## src/rtl/ramp_sync_pkg.sv

```systemverilog
package ramp_sync_pkg;
  localparam int SHIFT_W = 5;

  typedef logic [SHIFT_W-1:0] shift_t;

  // Loop gains expressed as arithmetic right-shift counts
  typedef struct packed {
    shift_t prop;
    shift_t integ;
  } loop_gain_t;
endpackage

```

## src/rtl/ramp_sync_accum.sv

```systemverilog
module ramp_sync_accum #(
  parameter int W = 40
) (
  input  logic         clk,
  input  logic         arst_n,
  input  logic         init,
  input  logic         tick,
  input  logic [W-1:0] step,
  output logic [W-1:0] q
);
  logic [W-1:0] q_r, q_nxt;

  always_comb begin
    q_nxt = q_r;
    if (init)      q_nxt = '0;
    else if (tick) q_nxt = q_r + step;   // modulo 2^W wrap
  end

  always_ff @(posedge clk or negedge arst_n) begin
    if (!arst_n) q_r <= '0;
    else         q_r <= q_nxt;
  end

  assign q = q_r;

  // a ramp only moves on its own strobe
  assert_ramp_hold_R2: assert property (@(posedge clk) disable iff (!arst_n)
    (!init && !tick) |=> $stable(q_r));
endmodule

```

## src/rtl/ramp_sync_loop.sv

```systemverilog
module ramp_sync_loop
  import ramp_sync_pkg::*;
#(
  parameter int W = 40
) (
  input  logic                clk,
  input  logic                arst_n,
  input  logic                init,
  input  logic                tick,
  input  logic signed [W-1:0] err,
  input  loop_gain_t          gains,
  input  logic [W-1:0]        step_init,
  output logic [W-1:0]        step_est,
  output logic [W-1:0]        step_eff
);
  localparam int EW = W + 2;

  logic [W-1:0]         integ_r, integ_nxt;
  logic signed [W-1:0]  p_term, i_term;
  logic signed [EW-1:0] p_sum, i_sum;

  // Saturate an extended signed sum into the unsigned range [0, 2^W-1]
  function automatic logic [W-1:0] clamp_u(input logic signed [EW-1:0] s);
    if (s[EW-1])    return '0;
    else if (s[W])  return '1;
    else            return s[W-1:0];
  endfunction

  always_comb begin
    p_term = err >>> gains.prop;
    i_term = err >>> gains.integ;
    p_sum  = $signed({2'b00, integ_r}) + $signed({{2{p_term[W-1]}}, p_term});
    i_sum  = $signed({2'b00, integ_r}) + $signed({{2{i_term[W-1]}}, i_term});
    step_eff = clamp_u(p_sum);
    integ_nxt = integ_r;
    if (init)      integ_nxt = step_init;
    else if (tick) integ_nxt = clamp_u(i_sum);
  end

  always_ff @(posedge clk or negedge arst_n) begin
    if (!arst_n) integ_r <= '0;
    else         integ_r <= integ_nxt;
  end

  assign step_est = integ_r;

  // the learned step only changes on a tracked update or a reset load
  assert_step_hold_R5: assert property (@(posedge clk) disable iff (!arst_n)
    (!init && !tick) |=> $stable(integ_r));
endmodule

```

## src/rtl/ramp_sync_lock.sv

```systemverilog
module ramp_sync_lock #(
  parameter int W        = 40,
  parameter int LOCK_RUN = 256
) (
  input  logic                clk,
  input  logic                arst_n,
  input  logic                init,
  input  logic                tick,
  input  logic signed [W-1:0] err,
  input  logic [W-1:0]        thresh,
  output logic                locked
);
  localparam int CW = $clog2(LOCK_RUN + 1);
  localparam logic [CW-1:0] RUN_FULL = CW'(LOCK_RUN);
  localparam logic [CW-1:0] RUN_LAST = CW'(LOCK_RUN - 1);

  logic [W-1:0]  mag;
  logic          in_band;
  logic [CW-1:0] run_r, run_nxt;
  logic          lk_r, lk_nxt;

  always_comb begin
    mag     = err[W-1] ? W'(-err) : W'(err);
    in_band = (mag < thresh);
    run_nxt = run_r;
    lk_nxt  = lk_r;
    if (init || !in_band) begin
      run_nxt = '0;
      lk_nxt  = 1'b0;
    end else if (tick) begin
      if (run_r != RUN_FULL) run_nxt = run_r + 1'b1;
      if (run_r == RUN_LAST) lk_nxt  = 1'b1;
    end
  end

  always_ff @(posedge clk or negedge arst_n) begin
    if (!arst_n) begin
      run_r <= '0;
      lk_r  <= 1'b0;
    end else begin
      run_r <= run_nxt;
      lk_r  <= lk_nxt;
    end
  end

  assign locked = lk_r;

  // lock is only ever gained on a tracked update
  assert_lock_on_update_R7: assert property (@(posedge clk) disable iff (!arst_n)
    $rose(lk_r) |-> $past(tick));
endmodule

```

## src/rtl/ramp_sync.sv

```systemverilog
module ramp_sync
  import ramp_sync_pkg::*;
#(
  parameter int INT_W    = 16,
  parameter int FRAC_W   = 24,
  parameter int LOCK_RUN = 256
) (
  input  logic                      clk,
  input  logic                      rst_n,
  input  logic                      ref_tick,
  input  logic                      trk_tick,
  input  logic [SHIFT_W-1:0]        kp_shift,
  input  logic [SHIFT_W-1:0]        ki_shift,
  input  logic [INT_W+FRAC_W-1:0]   step_init,
  input  logic [INT_W+FRAC_W-1:0]   lock_thresh,
  output logic [INT_W+FRAC_W-1:0]   ref_ramp,
  output logic [INT_W+FRAC_W-1:0]   trk_ramp,
  output logic [INT_W+FRAC_W-1:0]   step_est,
  output logic                      locked
);
  localparam int W = INT_W + FRAC_W;
  localparam logic [W-1:0] UNIT = W'(1) << FRAC_W;

  // Reset release synchronizer: internal init window spans two edges
  logic [1:0] rst_pipe;
  logic       init;

  always_ff @(posedge clk or negedge rst_n) begin
    if (!rst_n) rst_pipe <= '0;
    else        rst_pipe <= {rst_pipe[0], 1'b1};
  end

  assign init = !rst_pipe[1];

  logic signed [W-1:0] err;
  logic [W-1:0]        step_eff;
  loop_gain_t          gains;

  assign gains = '{prop: kp_shift, integ: ki_shift};
  assign err   = $signed(ref_ramp - trk_ramp);

  ramp_sync_accum #(.W(W)) i_ref_ramp (
    .clk(clk), .arst_n(rst_n), .init(init), .tick(ref_tick),
    .step(UNIT), .q(ref_ramp)
  );

  ramp_sync_accum #(.W(W)) i_trk_ramp (
    .clk(clk), .arst_n(rst_n), .init(init), .tick(trk_tick),
    .step(step_eff), .q(trk_ramp)
  );

  ramp_sync_loop #(.W(W)) i_loop (
    .clk(clk), .arst_n(rst_n), .init(init), .tick(trk_tick),
    .err(err), .gains(gains), .step_init(step_init),
    .step_est(step_est), .step_eff(step_eff)
  );

  ramp_sync_lock #(.W(W), .LOCK_RUN(LOCK_RUN)) i_lock (
    .clk(clk), .arst_n(rst_n), .init(init), .tick(trk_tick),
    .err(err), .thresh(lock_thresh), .locked(locked)
  );

  // Checker-side magnitude, computed apart from the lock detector
  logic [W-1:0] chk_mag;
  assign chk_mag = err[W-1] ? (trk_ramp - ref_ramp) : (ref_ramp - trk_ramp);

  // a non-negative error never pulls the step estimate down
  assert_pos_err_raises_R4: assert property (@(posedge clk) disable iff (!rst_n)
    (!init && trk_tick && !err[W-1]) |=> (step_est >= $past(step_est)));

  // an out-of-band error clears lock at the next edge
  assert_unlock_now_R8: assert property (@(posedge clk) disable iff (!rst_n)
    (chk_mag >= lock_thresh) |=> !locked);

  // nothing is held as locked during the reset-release window
  assert_init_clear_R1: assert property (@(posedge clk) disable iff (!rst_n)
    init |=> !locked);
endmodule

```

## config.mk

```make
export PLATFORM = sky130hd
export DESIGN_NAME = ramp_sync
export DESIGN_NICKNAME = d
export VERILOG_FILES = /design/src/rtl/ramp_sync_pkg.sv /design/src/rtl/ramp_sync_accum.sv /design/src/rtl/ramp_sync_loop.sv /design/src/rtl/ramp_sync_lock.sv /design/src/rtl/ramp_sync.sv
export SDC_FILE = /design/constraint.sdc
export NUM_CORES = 1
export LEC_CHECK = 0
export BUFFER_PORTS_ARGS = -buffer_cell sky130_fd_sc_hd__buf_2
export CAP_MARGIN = 0
export CORE_ASPECT_RATIO = 0.7
export CORE_UTILIZATION = 40
export DETAILED_ROUTE_END_ITERATION = 8
export PLACE_DENSITY = 0.54
export SKIP_LAST_GASP = 1
export SLEW_MARGIN = 5
export SYNTH_ARGS = -nofsm -noshare
export SYNTH_HDL_FRONTEND = slang
export SYNTH_HIERARCHICAL = 1
export SYNTH_SLANG_ARGS = --single-unit
```

## constraint.sdc

```tcl
create_clock -name clk -period 24.5 [get_ports clk]
set_input_delay 4.9 -clock clk [delete_from_list [all_inputs] [get_ports clk]]
set_output_delay 4.9 -clock clk [all_outputs]
set_load 0.02 [all_outputs]
```

Word-level counts from Yosys, hierarchy flattened
Index checks and enable logic that the tools add are counted.
Storage, ports and cells
  flip-flop bits (word level): 132
  input port bits: 94
  logic and storage cells: 45
Operators by class
  $add $sub $neg: 7
  $lt $le $gt $ge: 1
  equal/unequal tests: 4
  shift operators: 2
  mux-type cells: 17
  reductions and logical operators: 8
Operators with widths (number)
  two-way mux 40 bit: 11
  adder 41 x 40 -> 42 bit: 2
  >>> shifter 40 x 5 -> 40 bit: 2
  adder 40 x 25 -> 40 bit (second input constant): 1
  adder 40 bit: 1
  less-than comparator 40 bit: 1
  negation 40 bit: 1
  subtractor 40 bit: 1
  two-way mux 9 bit: 3
  adder 9 x 1 -> 9 bit (second input constant): 1
  == test 9 x 8 -> 1 bit (second input constant): 1
  inequality test 9 bit (second input constant): 1
  nonzero test 2 bit: 3
  inequality test 2 bit (second input constant): 2
  AND reduction 2 bit: 2
  two-way mux 1 bit: 3
  logical NOT 1 bit: 2
  logical OR 1 bit: 1

Depth between registers and ports, before layout
Gate-level depths: netlist of the first run.
  depth after elaboration: 8
  gate-level depth with buffers: 44
  gate-level depth less buffers: 41

Modules after synthesis
The synthesis of the first run kept the hierarchy.
Modules (own cells, without submodules)
  ramp_sync_loop: times used 1, cells each 1454, area an instance 10451.3 µm², sequential area each 1001.0 µm²
  ramp_sync_accum: times used 2, cells each 438, area an instance 3674.8 µm², sequential area each 1001.0 µm²
  ramp_sync: times used 1, cells each 378, area an instance 2517.4 µm², sequential area each 50.0 µm²
  ramp_sync_lock: times used 1, cells each 304, area an instance 2391.0 µm², sequential area each 250.2 µm²

Worst setup path before layout of the first run
OpenSTA, ideal clock, no wires.
  kind: input to register
  start: in kp_shift[1]
  end: reg i_trk_ramp.q_r[36] (netlist: i_trk_ramp/q[36])
  setup time: 0.121 ns
  arrival time: 11.717 ns
  data required time: 24.379 ns
  path slack: 12.662 ns
  stages on the path: 32
  path buffers: 5
  cells stage by stage: clkbuf_1 buf_1 mux2_2 o21ai_0 mux2i_1 a21oi_1 mux2i_1 ha_1 fa_1 a21oi_2 o211ai_4 a221oi_4 a21boi_2 a41oi_2 o221ai_2 o41a_1 mux2_4 nor2_4 buf_6 buf_12 a21oi_2 ha_1 buf_2 nand2_1 or4_1 o211a_1 o41a_2 or4_1 nand2_1 o22ai_1 xnor2_1 a22o_1
On the way
  cells in the longest elaborated chain, start to end: 7
Ends and longest elaborated chain
  from (decl): line ramp_sync.sv:12  | input logic [SHIFT_W-1:0] kp_shift,
  >>> shifter 40 x 5 -> 40 bit *: line ramp_sync_loop.sv:30  | p_term = err >>> gains.prop;
  adder 41 x 40 -> 42 bit *: line ramp_sync_loop.sv:32  | p_sum = $signed({2'b00, integ_r}) + $signed({{2{p_term[W-1]}}, p_term});
  two-way mux 40 bit: line ramp_sync_loop.sv:25  | else if (s[W]) return '1;
  two-way mux 40 bit *: line ramp_sync_loop.sv:24  | if (s[EW-1]) return '0;
  named net step_eff[18]: line ramp_sync.sv:36  | logic [W-1:0] step_eff;
  adder 40 bit *: line ramp_sync_accum.sv:16  | else if (tick) q_nxt = q_r + step;
  two-way mux 40 bit *: line ramp_sync_accum.sv:16
  two-way mux 40 bit *: line ramp_sync_accum.sv:15  | if (init) q_nxt = '0;
  to (signal assigned): line ramp_sync_accum.sv:21  | else q_r <= q_nxt;
  to (decl): line ramp_sync_accum.sv:11  | logic [W-1:0] q_r, q_nxt;
The timed path passes the listed nets; every way through them passes the cells marked *. The select of a mux whose other input is x is not followed.
A chain may end at the register's enable or synchronous reset.

Worst setup path after layout of the first run
Same ends and word-level chain as after synthesis.

==> results of run 1 <==
layout make-up:
cell class	instances	area [um2]	area share, %
multi-input cells	2629	18600	73.5
repair buffers	244	1300	5.15
diodes	1	2.50	0.00990
clock inverters	8	149	0.589
well taps	740	926	3.66
flip-flops and latches	132	3300	13.1
clock buffers	22	474	1.88
inverters	146	549	2.17
cells in the mapped netlist, drive strengths merged (64+ instances only):
cell / number
a21o: 107
a21oi: 307
clkbuf: 118
dfrtp: 132
ha: 240
inv: 146
mux2i: 127
nand2: 320
nand3: 64
nor2: 290
o21ai: 272
xnor2: 141
xor2: 73
metal layers:
layer  up-vias  wire, um
met1     11500     44000
met5         -        13
met4         2      1440
met3        81      8030
li1      11400         -
met2       925     34900
stage by stage:
step	cell area [um2]	hold slack (ns)	worst slack (ns)
2_1_floorplan	22900	0.331	12.66
3_3_place_gp	24600	0.346	11.19
3_5_place_dp	24600	0.350	11.16
4_1_cts	25300	0.365	11.63
5_1_grt	25300	0.375	10.82
6_report	25300	0.362	11.28
cells by family (layout without fill, tap and decap cells):
group / after synthesis / count (layout) / synth area share, %
compound gates: 1029 / 1029 / 29.2
simple gates: 913 / 913 / 18.7
buf+inv: 294 / 420 / 5.11
fa+ha+maj: 245 / 245 / 13.7
xor+xnor: 214 / 214 / 8.25
mux: 183 / 183 / 10.5
flops: 132 / 132 / 14.5
other cells: 2 / 46 / 0.0331
registers in the layout, indices dropped and copies added (netlist names):
register and count:
rst_pipe 2, i_trk_ramp/q 40, i_lock/locked 1, i_loop/step_est 40
i_ref_ramp/q 40, i_lock/run_r 9
how the worst max path moves through the flow:
stage	slack (ns)	startpoint	to	cells past startpoint
detailed placement	11.16	kp_shift[0]	i_trk_ramp/q[36]	29
CTS	11.63	kp_shift[1]	i_trk_ramp/q[36]	28
global placement	11.19	kp_shift[0]	i_trk_ramp/q[36]	29
finish	11.28	kp_shift[1]	i_trk_ramp/q[36]	28
floorplan	12.66	kp_shift[1]	i_trk_ramp/q[36]	32
global route	10.82	kp_shift[1]	i_trk_ramp/q[36]	28
cells in the final DEF, fill, tap and decap left out, types with 30 or more instances in the layout:
cell,instances
a211oi_1,44
inv_1,139
buf_2,213
a22oi_1,44
a21oi_1,283
o21ai_0,258
nand2_1,319
xor2_1,70
dfrtp_1,132
ha_1,240
xnor2_1,129
nor2_1,288
nand4_1,52
o21bai_1,30
conb_1,45
a21o_1,107
buf_4,30
nand3_1,63
nor3_1,34
mux4_2,42
mux2i_1,127
==> impl_metrics.yaml, run 1 <==
sta:
  period_needed_ns: 13.22
  tightest_slew_ns: 1.20
  rsz0062_at_grt: "false"
  finalSetupTns_ns: 0
  drv_slew: 0
  max-slew-margin-rel_pct: 19.5
  max_freq_mhz: 75.7
  period_share_pct: 53.9
  finalSetupViolCount: 0
  final_hold_viol_count: 0
  fin_worst_skew_ns: 0.0166
critical_path:
  worstPathRequired_ns: 24.86
  critPathKind: "primary input to flop"
  cp_common_cell: "o21ai_0"
  crit_path_max_incr_delay_ns: 0.81
  crit_arrival_ns: 13.58
  r2r_cells: 40
  reg2reg_slack_ns: 13.01
  cp_slowest_cell: "buf_2"
  timing.critical_path.buf_inv: 2
  critPathMaxFanout: 46
  r2r_start: "i_trk_ramp/q[14]"
  cpLargestDelayFamily: "compound AO/OA/AOI/OAI gates"
  startpoint_type: "primary input"
  crit_path_end_kind: "flop"
  r2r-end: "i_trk_ramp/q[36]"
worst_hold_path:
  hold_start: "rst_pipe[0]"
  hold_path_class: "flop to flop"
  worstHoldPathCells: 0
  worst_hold_path.endpoint: "rst_pipe[1]"
global_route:
  met2_usage_pct: 40.9
  grt_usage_pct: 30.0
  overflow: 0
  grt_use_met1_pct: 47.0
  antenna_found_initial: 3
  grt_pass1_wl_um: 134000
  grt_max_degree: 76
  grt_pass1_vias: 21800
  met3_usage_pct: 6.96
  grt_busiest_layer: "met1"
synthesis:
  yosysSeqAreaShare_pct: 14.5
  synthesis.area_um2: 22700
  netlist.area_leader.share_pct: 14.5
  syn_avg_cell_area_um2: 7.54
  ys_warn_count: 6
  ys_top_cells_by_area: "dfrtp_1 (15%), ha_1 (13%), a21oi_1 (6.2%)"
  synthFlopType: "dfrtp_1"
  yosys_register_bits: 132
  ys_async_sr_fraction_pct: 100
  yosys.area.top_type: "dfrtp_1"
  synth-edff-count: 0
  syn_inst: 3012
  yosysUniqueCellTypes: 104
clocking:
  htree_levels: 4
  numCtsBuffers: 17
  cts_sinks: 132
  path_clk_slew_ns: 0.07
  worst_skew_pair.late_latency_ns: 0.47
  cts_root_buf: "clkbuf_16"
  cts_setup_buffers: 0
  cts-hold-fix-buffers: 0
  clk_path_buf_depth: 2
  cts_resized: 0
  cts_tree: "done"
placement:
  gp_congestion: 0.988
  dpl.hpwl_um: 70600
  place_inst: 3891
  portBuffers: 214
finish:
  fillers: 5743
  fin_nets: 3509
  final_util_pct: 45.4
  drive_gt1_share_pct: 13.7
  area_delta_synth_final_pct: 11.3
  layoutNonFillerInstCount: 3922
run_status:
  status: "completed"
floorplanning:
  io_pins: 215
  die_w_um: 287
  initial_core_util_pct: 40.8
  core-area_um2: 55700
  num_rows: 72
  dieArea_um2: 57700
  die_h_um: 201
detailed_routing:
  vias: 23900
  drc: 0
  drtIter0Drc: 2466
  wl_per_cell_um: 22.5
  ant_nets: 0
  totalWireLength_um: 88400
  vias_per_cell: 6.10
  dr.pass1.iters: 6
job:
  cap_viol_max_count: 0
Power of run 1 is left out: the tool's default activity adds up to more than one toggle a clock period on the data nets, which glitch-free logic cannot reach.
==> run 2, diff against run 1 <==
--- a/config.mk
+++ b/config.mk
@@ -5,12 +5,13 @@
 export SDC_FILE = /design/constraint.sdc
 export NUM_CORES = 1
 export LEC_CHECK = 0
+export ABC_AREA = 1
 export BUFFER_PORTS_ARGS = -buffer_cell sky130_fd_sc_hd__buf_2
 export CAP_MARGIN = 0
 export CORE_ASPECT_RATIO = 0.7
 export CORE_UTILIZATION = 40
 export DETAILED_ROUTE_END_ITERATION = 8
-export PLACE_DENSITY = 0.54
+export PLACE_DENSITY = 0.55
 export SKIP_LAST_GASP = 1
 export SLEW_MARGIN = 5
 export SYNTH_ARGS = -nofsm -noshare
==> constraint.sdc (replaced) <==
create_clock -name clk -period 12 [get_ports clk]
set_input_delay 2.4 -clock clk [delete_from_list [all_inputs] [get_ports clk]]
set_output_delay 2.4 -clock clk [all_outputs]
set_load 0.02 [all_outputs]
==> impl_metrics.yaml, run 2 <==
synthesis:
  yosys.area.top_type: "nand2_1"
  synth-edff-count: 0
  yosys_register_bits: 132
  synth.most_common_cell: "nand2_1"
  synthFlopType: "dfrtp_1"
  syn_avg_cell_area_um2: 5.32
  yosysSeqAreaShare_pct: 11.8
  yosysUniqueCellTypes: 55
  ys_warn_count: 6
  syn_inst: 5248
  synthesis.area_um2: 27900
  synth_commonest_cells: "nand2_1 (2,158), inv_1 (813), nor2_1 (455), o21ai_0 (314), ha_1 (240)"
  netlist.area_leader.share_pct: 29.0
  ys_async_sr_fraction_pct: 100
  ys_top_cells_by_area: "nand2_1 (29%), dfrtp_1 (12%), inv_1 (11%)"
critical_path:
  r2r-end: "i_trk_ramp/q[39]"
  r2r_cells: 43
  reg2reg_slack_ns: 2.95
  crit_path_end_kind: "flop"
  critPathKind: "flop to flop"
  startpoint_type: "flop"
  timing.critical_path.buf_inv: 4
  cpLargestDelayFamily: "simple AND/OR/NAND/NOR gates"
  cp_slowest_cell: "dfrtp_1"
  r2r_start: "i_ref_ramp/q[1]"
  crit_path_max_incr_delay_ns: 0.71
  cp_common_cell: "nand2_1"
  worstPathRequired_ns: 12.40
  crit_arrival_ns: 9.45
  critPathMaxFanout: 39
finish:
  layout_common_cells: "nand2_1 (2,157), inv_1 (812), nor2_1 (452)"
  fin_nets: 5764
  final_common_cell: "nand2_1"
  fillers: 7959
  multiInputGateArea_um2: 21100
  ff_latch_area_um2: 3300
  area_delta_synth_final_pct: 9.39
  drive_gt1_share_pct: 8.22
sta:
  finalSetupTns_ns: 0
  period_share_pct: 75.4
  rsz0062_at_grt: "false"
  timing.hold.ws_ns: 0.356
  fin_worst_skew_ns: 0.0191
  max_freq_mhz: 111
  max-slew-margin-rel_pct: 21.2
  finalSetupViolCount: 0
  drv_slew: 0
  tightest_slew_ns: 1.18
  final_hold_viol_count: 0
  period_needed_ns: 9.05
clocking:
  cts_tree: "done"
  clk_path_buf_depth: 2
  cts_sinks: 132
  htree_levels: 4
  path_clk_slew_ns: 0.08
  cts_setup_buffers: 0
  cts_resized: 0
  numCtsBuffers: 17
  cts_root_buf: "clkbuf_16"
  worst_skew_pair.late_latency_ns: 0.52
  cts-hold-fix-buffers: 0
detailed_routing:
  dr.pass1.iters: 8
  totalWireLength_um: 121000
  vias: 33000
  wl_per_cell_um: 19.1
  drtIter0Drc: 3857
  drc: 0
  ant_nets: 0
  vias_per_cell: 5.20
placement:
  dpl.hpwl_um: 102000
  portBuffers: 214
  gp_congestion: 1.06
global_route:
  grt_max_degree: 86
  grt_pass1_wl_um: 179000
  grt_usage_pct: 33.4
  overflow: 0
  grt_pass1_vias: 28200
  antenna_found_initial: 0
floorplanning:
  core-area_um2: 68600
  die_w_um: 318
  io_pins: 215
  dieArea_um2: 70900
  initial_core_util_pct: 40.7
  num_rows: 80
  die_h_um: 223
worst_hold_path:
  worstHoldPathCells: 0
  hold_start: "rst_pipe[0]"
  hold_path_class: "flop to flop"
  worst_hold_path.endpoint: "rst_pipe[1]"
run_status:
  status: "completed"
job:
  cap_viol_max_count: 0
## run 2: cell count changes in the layout (fill, tap and decap cells not counted), moves of 84 or more
cell	delta
nand2_1	+1838
nor2_1	+164
mux2i_1	-84
inv_1	+673
a21o_1	-101
nand3_1	+145
## run 2: worst max path at each step
stage	startpoint	endpoint	cells after the start
floorplan	kp_shift[0]	i_trk_ramp/q[32]	32
global placement	kp_shift[1]	i_trk_ramp/q[39]	30
detailed placement	kp_shift[1]	i_trk_ramp/q[39]	30
CTS	i_ref_ramp/q[1]	i_trk_ramp/q[39]	43
global route	i_ref_ramp/q[0]	i_trk_ramp/q[39]	44
finish	i_ref_ramp/q[1]	i_trk_ramp/q[39]	43
## run 2: layout make-up
type	instances	area share, %
multi-input cells	4191	69.0
flip-flops and latches	132	10.8
inverters	852	10.5
repair buffers	231	3.95
well taps	902	3.70
clock buffers	19	1.45
clock inverters	13	0.639
diodes	2	0.0164
## run 2: kinds of logic (layout without fill, tap and decap cells)
kind of cell	after synthesis	count (layout)	synth area share, %
simple gates	3071	3071	45.3
buf+inv	965	1115	13.3
compound gates	676	676	13.3
fa+ha+maj	245	245	11.1
flops	132	132	11.8
xor+xnor	114	114	3.58
mux	43	43	1.54
other cells	2	44	0.0269
## run 2: stage by stage
step	worst slack (ns)	area (um2)	instances	util, %
2_1_floorplan	5.31	28100	5288	-
3_3_place_gp	3.04	29900	6308	43.6
3_5_place_dp	3.06	29900	6308	43.6
4_1_cts	3.38	30500	6340	44.5
5_1_grt	2.42	30500	6340	44.5
6_report	2.95	30500	6342	44.5
## run 2: metal layers
| layer | wire (um) | vias to the layer above | GRT usage [%] | part of all wire [%] |
|---|---|---|---|---|
| met5 | 0 | - | 0 | 0 |
| met4 | 1560 | 0 | 5.47 | 1.3 |
| met3 | 13700 | 80 | 9.18 | 11 |
| met2 | 44400 | 1346 | 44.3 | 37 |
| met1 | 61500 | 14800 | 52.4 | 51 |
| li1 | - | 16700 | - | - |
Power of run 2 is left out for the same reason.
